`src/rtl/clmul_pkg.sv`:
```
package clmul_pkg;
  localparam int ILEN = 32;
  localparam int REG_IDX_W = 5;

  localparam logic [6:0] OPC_REG_REG = 7'b0110011;
  localparam logic [6:0] F7_CARRYLESS = 7'b0000101;

  localparam logic [2:0] F3_LOW  = 3'b001;
  localparam logic [2:0] F3_HIGH = 3'b011;
  localparam logic [2:0] F3_REV  = 3'b010;

  typedef enum logic [1:0] {
    CL_LOW  = 2'd0,
    CL_HIGH = 2'd1,
    CL_REV  = 2'd2,
    CL_BAD  = 2'd3
  } clm_op_e;

  typedef struct packed {
    clm_op_e               op;
    logic [REG_IDX_W-1:0]  rd;
    logic [REG_IDX_W-1:0]  src1;
    logic [REG_IDX_W-1:0]  src2;
  } clm_dec_t;
endpackage

```
`src/rtl/clmul_decode.sv`:
```
module clmul_decode
  import clmul_pkg::*;
(
  input  logic [ILEN-1:0] insn,
  output clm_dec_t        dec
);
  logic is_family;

  always_comb begin
    is_family = (insn[6:0] == OPC_REG_REG) && (insn[31:25] == F7_CARRYLESS);
    dec.rd    = insn[11:7];
    dec.src1  = insn[19:15];
    dec.src2  = insn[24:20];
    dec.op    = CL_BAD;
    if (is_family) begin
      unique case (insn[14:12])
        F3_LOW:  dec.op = CL_LOW;
        F3_HIGH: dec.op = CL_HIGH;
        F3_REV:  dec.op = CL_REV;
        default: dec.op = CL_BAD;
      endcase
    end
  end

  // a legal operation only ever comes from the carry-less opcode/funct7 pair
  always_comb begin
    if (dec.op != CL_BAD)
      assert_decode_family_R1: assert (is_family)
        else $error("R1: legal op decoded outside the carry-less family");
  end
endmodule

```
`src/rtl/clmul_ctrl.sv`:
```
module clmul_ctrl #(
  parameter int XLEN = 32
) (
  input  logic clk,
  input  logic rst,
  input  logic req_valid,
  input  logic legal,
  output logic accept,
  output logic start,
  output logic step,
  output logic finish,
  output logic busy
);
  localparam int CNT_W = (XLEN > 1) ? $clog2(XLEN) : 1;
  localparam logic [CNT_W-1:0] LAST = CNT_W'(XLEN - 1);

  logic [CNT_W-1:0] cnt;

  always_comb begin
    accept = req_valid && !busy;
    start  = accept && legal;
    step   = busy;
    finish = busy && (cnt == LAST);
  end

  always_ff @(posedge clk) begin
    if (rst) begin
      busy <= 1'b0;
      cnt  <= '0;
    end else if (start) begin
      busy <= 1'b1;
      cnt  <= '0;
    end else if (busy) begin
      if (finish) busy <= 1'b0;
      cnt <= cnt + 1'b1;
    end
  end

  // once started, the unit stays busy until the last multiplier bit
  assert_busy_hold_R5: assert property (@(posedge clk) disable iff (rst)
    busy && !finish |=> busy);
  // the last step releases the unit
  assert_busy_release_R5: assert property (@(posedge clk) disable iff (rst)
    finish |=> !busy);
  // a started computation begins its scan at bit 0
  assert_start_count_R5: assert property (@(posedge clk) disable iff (rst)
    start |=> busy && cnt == '0);
  // nothing is accepted while a computation runs
  assert_no_accept_busy_R7: assert property (@(posedge clk) disable iff (rst)
    busy |-> !accept);
endmodule

```
`src/rtl/clmul_datapath.sv`:
```
module clmul_datapath
  import clmul_pkg::*;
#(
  parameter int XLEN = 32
) (
  input  logic            clk,
  input  logic            rst,
  input  logic            load,
  input  logic            step,
  input  clm_op_e         op_in,
  input  logic [XLEN-1:0] a_in,
  input  logic [XLEN-1:0] b_in,
  output logic [XLEN-1:0] sel_next
);
  localparam int PW = 2 * XLEN;

  logic [PW-1:0]   mcand;
  logic [PW-1:0]   acc;
  logic [PW-1:0]   acc_next;
  logic [XLEN-1:0] mplr;
  clm_op_e         op_q;

  always_comb begin
    acc_next = mplr[0] ? (acc ^ mcand) : acc;
    unique case (op_q)
      CL_LOW:  sel_next = acc_next[XLEN-1:0];
      CL_HIGH: sel_next = acc_next[PW-1:XLEN];
      CL_REV:  sel_next = acc_next[PW-2:XLEN-1];
      default: sel_next = '0;
    endcase
  end

  always_ff @(posedge clk) begin
    if (rst) begin
      mcand <= '0;
      acc   <= '0;
      mplr  <= '0;
      op_q  <= CL_LOW;
    end else if (load) begin
      mcand <= {{XLEN{1'b0}}, a_in};
      acc   <= '0;
      mplr  <= b_in;
      op_q  <= op_in;
    end else if (step) begin
      acc   <= acc_next;
      mcand <= mcand << 1;
      mplr  <= mplr >> 1;
    end
  end

  // the latched operation code never changes during the scan
  assert_op_latched_R6: assert property (@(posedge clk) disable iff (rst)
    step && !load |=> $stable(op_q));
  // a clear multiplier bit leaves the accumulated product untouched
  assert_zero_bit_R2: assert property (@(posedge clk) disable iff (rst)
    step && !load && !mplr[0] |=> $stable(acc));
endmodule

```
`src/rtl/clmul_unit.sv`:
```
module clmul_unit
  import clmul_pkg::*;
#(
  parameter int XLEN = 32
) (
  input  logic                 clk,
  input  logic                 rst,
  input  logic                 req_valid,
  input  logic [ILEN-1:0]      insn,
  input  logic [XLEN-1:0]      rs1_val,
  input  logic [XLEN-1:0]      rs2_val,
  output logic                 busy,
  output logic                 done,
  output logic [XLEN-1:0]      result,
  output logic [REG_IDX_W-1:0] rd_idx,
  output logic [REG_IDX_W-1:0] rs1_idx,
  output logic [REG_IDX_W-1:0] rs2_idx,
  output logic                 wr_en,
  output logic                 illegal
);
  clm_dec_t        dec;
  clm_dec_t        dec_q;
  logic            accept, start, step, finish;
  logic [XLEN-1:0] sel_next;

  clmul_decode u_dec (
    .insn (insn),
    .dec  (dec)
  );

  clmul_ctrl #(.XLEN(XLEN)) u_ctrl (
    .clk       (clk),
    .rst       (rst),
    .req_valid (req_valid),
    .legal     (dec.op != CL_BAD),
    .accept    (accept),
    .start     (start),
    .step      (step),
    .finish    (finish),
    .busy      (busy)
  );

  clmul_datapath #(.XLEN(XLEN)) u_dp (
    .clk      (clk),
    .rst      (rst),
    .load     (start),
    .step     (step),
    .op_in    (dec.op),
    .a_in     (rs1_val),
    .b_in     (rs2_val),
    .sel_next (sel_next)
  );

  always_ff @(posedge clk) begin
    if (rst) begin
      dec_q   <= '0;
      done    <= 1'b0;
      result  <= '0;
      rd_idx  <= '0;
      rs1_idx <= '0;
      rs2_idx <= '0;
      wr_en   <= 1'b0;
      illegal <= 1'b0;
    end else begin
      done    <= 1'b0;
      wr_en   <= 1'b0;
      illegal <= 1'b0;
      if (start) begin
        dec_q <= dec;
      end else if (accept) begin
        done    <= 1'b1;
        illegal <= 1'b1;
        result  <= '0;
        rd_idx  <= dec.rd;
        rs1_idx <= dec.src1;
        rs2_idx <= dec.src2;
      end else if (finish) begin
        done    <= 1'b1;
        result  <= sel_next;
        rd_idx  <= dec_q.rd;
        rs1_idx <= dec_q.src1;
        rs2_idx <= dec_q.src2;
        wr_en   <= (dec_q.rd != '0);
      end
    end
  end

  // a write request only accompanies a legal completion
  assert_wr_with_done_R9: assert property (@(posedge clk) disable iff (rst)
    wr_en |-> done && !illegal);
  // register 0 never receives a write request
  assert_wr_not_zero_R9: assert property (@(posedge clk) disable iff (rst)
    wr_en |-> rd_idx != '0);
  // an illegal completion carries a zero result
  assert_illegal_zero_R8: assert property (@(posedge clk) disable iff (rst)
    illegal |-> done && result == '0);
  // completion and busy are never high together
  assert_done_idle_R5: assert property (@(posedge clk) disable iff (rst)
    done |-> !busy);
  // an illegal word accepted while idle completes on the next edge
  assert_illegal_fast_R8: assert property (@(posedge clk) disable iff (rst)
    accept && !start |=> done && illegal);
endmodule

```
`config.mk`:
```
export PLATFORM = sky130hd
export DESIGN_NAME = clmul_unit
export DESIGN_NICKNAME = d
export VERILOG_FILES = /design/src/rtl/clmul_pkg.sv /design/src/rtl/clmul_decode.sv /design/src/rtl/clmul_ctrl.sv /design/src/rtl/clmul_datapath.sv /design/src/rtl/clmul_unit.sv
export SDC_FILE = /design/constraint.sdc
export NUM_CORES = 1
export LEC_CHECK = 0
export ABC_AREA = 1
export CORE_UTILIZATION = 30
export DETAILED_ROUTE_END_ITERATION = 8
export DONT_BUFFER_PORTS = 1
export HOLD_SLACK_MARGIN = 0.06
export PLACE_DENSITY_LB_ADDON = 0.1
export SETUP_SLACK_MARGIN = 0.02
export SLEW_MARGIN = 10
export SYNTH_ARGS = -nofsm -noshare
export SYNTH_HDL_FRONTEND = slang
export SYNTH_SLANG_ARGS = --single-unit
```
`constraint.sdc`:
```
create_clock -name clk -period 2.2 [get_ports clk]
set_clock_uncertainty 0.2 [all_clocks]
set_input_delay 0.33 -clock clk [delete_from_list [all_inputs] [get_ports clk]]
set_output_delay 0.33 -clock clk [all_outputs]
set_load 0.005 [all_outputs]
```
==> qor.txt <==
gpl congestion - 0.7532
clk slew on worst S/H paths - 0.06 ns
commonest non-fill, non-tap cell in the layout - nand2_1
Setup crit start kind - register
Placed Cells incl. Taps - 2106
worst hold path startpoint - insn[31]
Synth cell types - 27
Min-Delay Endpoint - u_dp.op_q[1]$_SDFFE_PP0P_
die width - 196.5 microns
CTS buffer count - 28
LEAKAGE - 5.439 nW
placed inst area - 11900 sq um
final cell count without fillers - 2243
slowest CP cell - dlygate4sd3_1
initial drt markers - 581
highest-count cells in the layout ignoring fill and taps - nand2_1, nand3_1, dfxtp_1, nor2_1, a21oi_1
cell at the root of the clock tree - clkbuf_16
Avg Inst Size Synth - 6.679 sq um
start point of the critical path - u_ctrl.busy$_SDFF_PP0_
slowest stage delay, CP - 0.68 ns
TritonCTS clock tree - yes
synth-to-layout area growth - 21.28%
yosys warns - 0
WL final - 35.76 mm
Clock Power Share - 0.511
Reg power frac - 0.444
# IOs - 150
DR pass1 iterations - 5
first-pass GRT wire length - 56.97 mm
core box area - 36870 sq um
Port Buf Inserts - 0
total number of vias - 11050
layout cell share with drive strength beyond 1 - 0.05178
vias in the first global route - 10470
largest net degree at the start of global routing - 136
WL/cell - 15.94 microns
Critical Path End Type - register
setup violators final - 0
antenna violations before repair - 1
Psw - 2.164 mW
Max Clock Freq - 486.3 MHz
Post-Synthesis Cells - 1699
hold crit path type - in -> reg
H-tree levels - 1
register bit total from synthesis - 233
worst-path fanout max - 7
crit path DAT - 2.33 ns
R2R Path Start - u_ctrl.busy$_SDFF_PP0_
worst r2r dst - u_dp.op_q[1]$_SDFFE_PP0P_
mapped cell area - 11350 sq um
CP bufs+invs - 1
final instance area - 13760 sq um
Global Route Usage Sum - 0.1827
Mapped Nets - 1800
PwrDens - 705.9 nW/um^2
Hold Path Cell Cnt - 6
R2R cell count - 4
cell family with most CP delay - buffers and inverters
DRC - 0
initial core utilization - 0.3078
Seq/Total Area, Yosys - 0.4110
max_slew headroom - 0.4591
R2R setup slack - 0.14 ns
P_int - 7.551 mW
worst path cell trace - nor2_4, nand4_1, dlygate4sd3_1, a21oi_1
post-detail-place hpwl - 22.26 mm
RSZ-0062 raised after global routing - no
status - completed
fin crit period - 2.057 ns
die height - 196.5 microns
vias per cell - 4.924
CTS sink count - 233
Die Area - 38610 sq um
Sw Ratio - 0.2228
Std-Cell Rows - 70
Comb pwr share - 0.045
Tot Pwr - 9.715 mW
final antenna-violating net count - 0
final slew viol count - 0
# nets final - 1818
CP Class - reg -> reg
Max Root-Sink Buffers - 3
final hold violation count - 0
fin crit share - 0.9348
Max Cap Violations - 0
insertion delay to the later sink of the worst-skew pair - 0.55 ns
total gr overflow - 0
Slew @ Worst Pin - 0.8113 ns
VDD IR max - 0.4601 mV
Worst EP required - 2.47 ns
Sum Neg Setup Slack - 0 ns
-- layout make-up --
cell class                 instances  area [sq um]
tap                              504         630.6
sequential                       233          4669
clock buffer                      40         837.1
multi-input combinational       1256          5848
timing repair buffer             114          1299
inverter                          84         321.6
antenna                            1         2.502
clock inverter                    11         155.1
fill                            3937         23110
-- synthesized netlist by cell type --
master    instances  area [sq um]
a21o_1           31         232.7
nand3b_1         31         232.7
clkbuf_1         73         274.0
dfxtp_1         233          4664
a21oi_1         134         670.6
buf_4             8         60.06
inv_1            81         304.0
o21ai_0          55         275.3
xor2_1            7         61.31
nand3_1         331          1657
nand4_1          18         112.6
and3_1            1         6.260
nand2_1         396          1486
nor2_2            1         6.260
o21bai_1         28         210.2
o21ai_1           1         5.000
clkbuf_2          1         5.000
nor2_1          217         814.5
buf_6             1         11.26
buf_2            28         140.1
nor3_1            1         5.000
buf_1            15         56.30
nand2_2           1         6.260
inv_2             2         7.510
ha_1              2         25.02
o211ai_2          1         12.51
inv_4             1         6.260
-- power groups by stage --
stage | clock (mW) | combinational [mW] | sequential (mW)
after floorplan | 0 | 0.227 | 4.39
after global placement | 0 | 0.281 | 4.41
after detailed placement | 0 | 0.285 | 4.41
after CTS | 5.13 | 0.442 | 4.32
after global routing | 5.30 | 0.489 | 4.32
final | 4.96 | 0.437 | 4.31
-- worst reg2reg max path, delay by kind of cell (launching register included) --
kind	cells	cell delay [ns]
flops	1	0.39
simple gates	2	0.57
compound gates	1	0.14
buf+inv	1	0.68
-- what timing repair did --
item | CTS | global route
buffers inserted | 0 | 0
endpoints found under the setup margin | 0 | 29
hold buffers | 85 | 0
resized for setup | 0 | 1
hold endpoints to repair | 136 | 0
-- cell families (layout without fill, tap and decap cells) --
| group | Yosys count | count (layout) | synth area share |
|---|---|---|---|
| compound gates | 250 | 250 | 0.1239 |
| xor+xnor | 7 | 7 | 0.005403 |
| fa+ha+maj | 2 | 2 | 0.002205 |
| buf+inv | 210 | 249 | 0.07618 |
| flops | 233 | 233 | 0.4110 |
| other cells | 0 | 1 | 0 |
| simple gates | 997 | 997 | 0.3813 |
-- through the flow --
| stage | utilization | hold WS (ns) | setup WS, ns |
|---|---|---|---|
| after floorplan | - | 0.2412 | 0.3304 |
| after CTS | 0.3731 | 0.06246 | 0.1036 |
| after global placement | 0.3227 | 0.2075 | 0.1911 |
| final | 0.3733 | 0.09014 | 0.1435 |
| after detailed placement | 0.3227 | 0.2094 | 0.1560 |
| after global routing | 0.3733 | 0.1721 | 0.02690 |
-- worst max path at each step --
stage,endpoint,slack (ns),depth (start not counted)
3_3_place_gp,result[19]$_SDFFE_PP0P_,0.19,9
3_5_place_dp,result[16]$_SDFFE_PP0P_,0.16,9
5_1_grt,u_dp.op_q[1]$_SDFFE_PP0P_,0.03,4
2_1_floorplan,result[16]$_SDFFE_PP0P_,0.33,11
4_1_cts,u_dp.op_q[1]$_SDFFE_PP0P_,0.10,4
6_report,u_dp.op_q[1]$_SDFFE_PP0P_,0.14,4
-- layer usage --
layer | wire [microns] | vias up | track usage
li1 | - | 5644 | -
met1 | 16210 | 5124 | 0.2377
met2 | 17080 | 224 | 0.3131
met3 | 1544 | 53 | 0.02567
met4 | 927 | 0 | 0.05295
met5 | 0 | - | 0
-- sequential cells by signal, indices dropped and copies added (netlist names), 15 cells and up --
name and flops:
u_dp.mplr 32, dec_q 15, result 32, u_dp.mcand 64, u_dp.acc 64
Note: power is estimated with default switching activity, not from simulation.
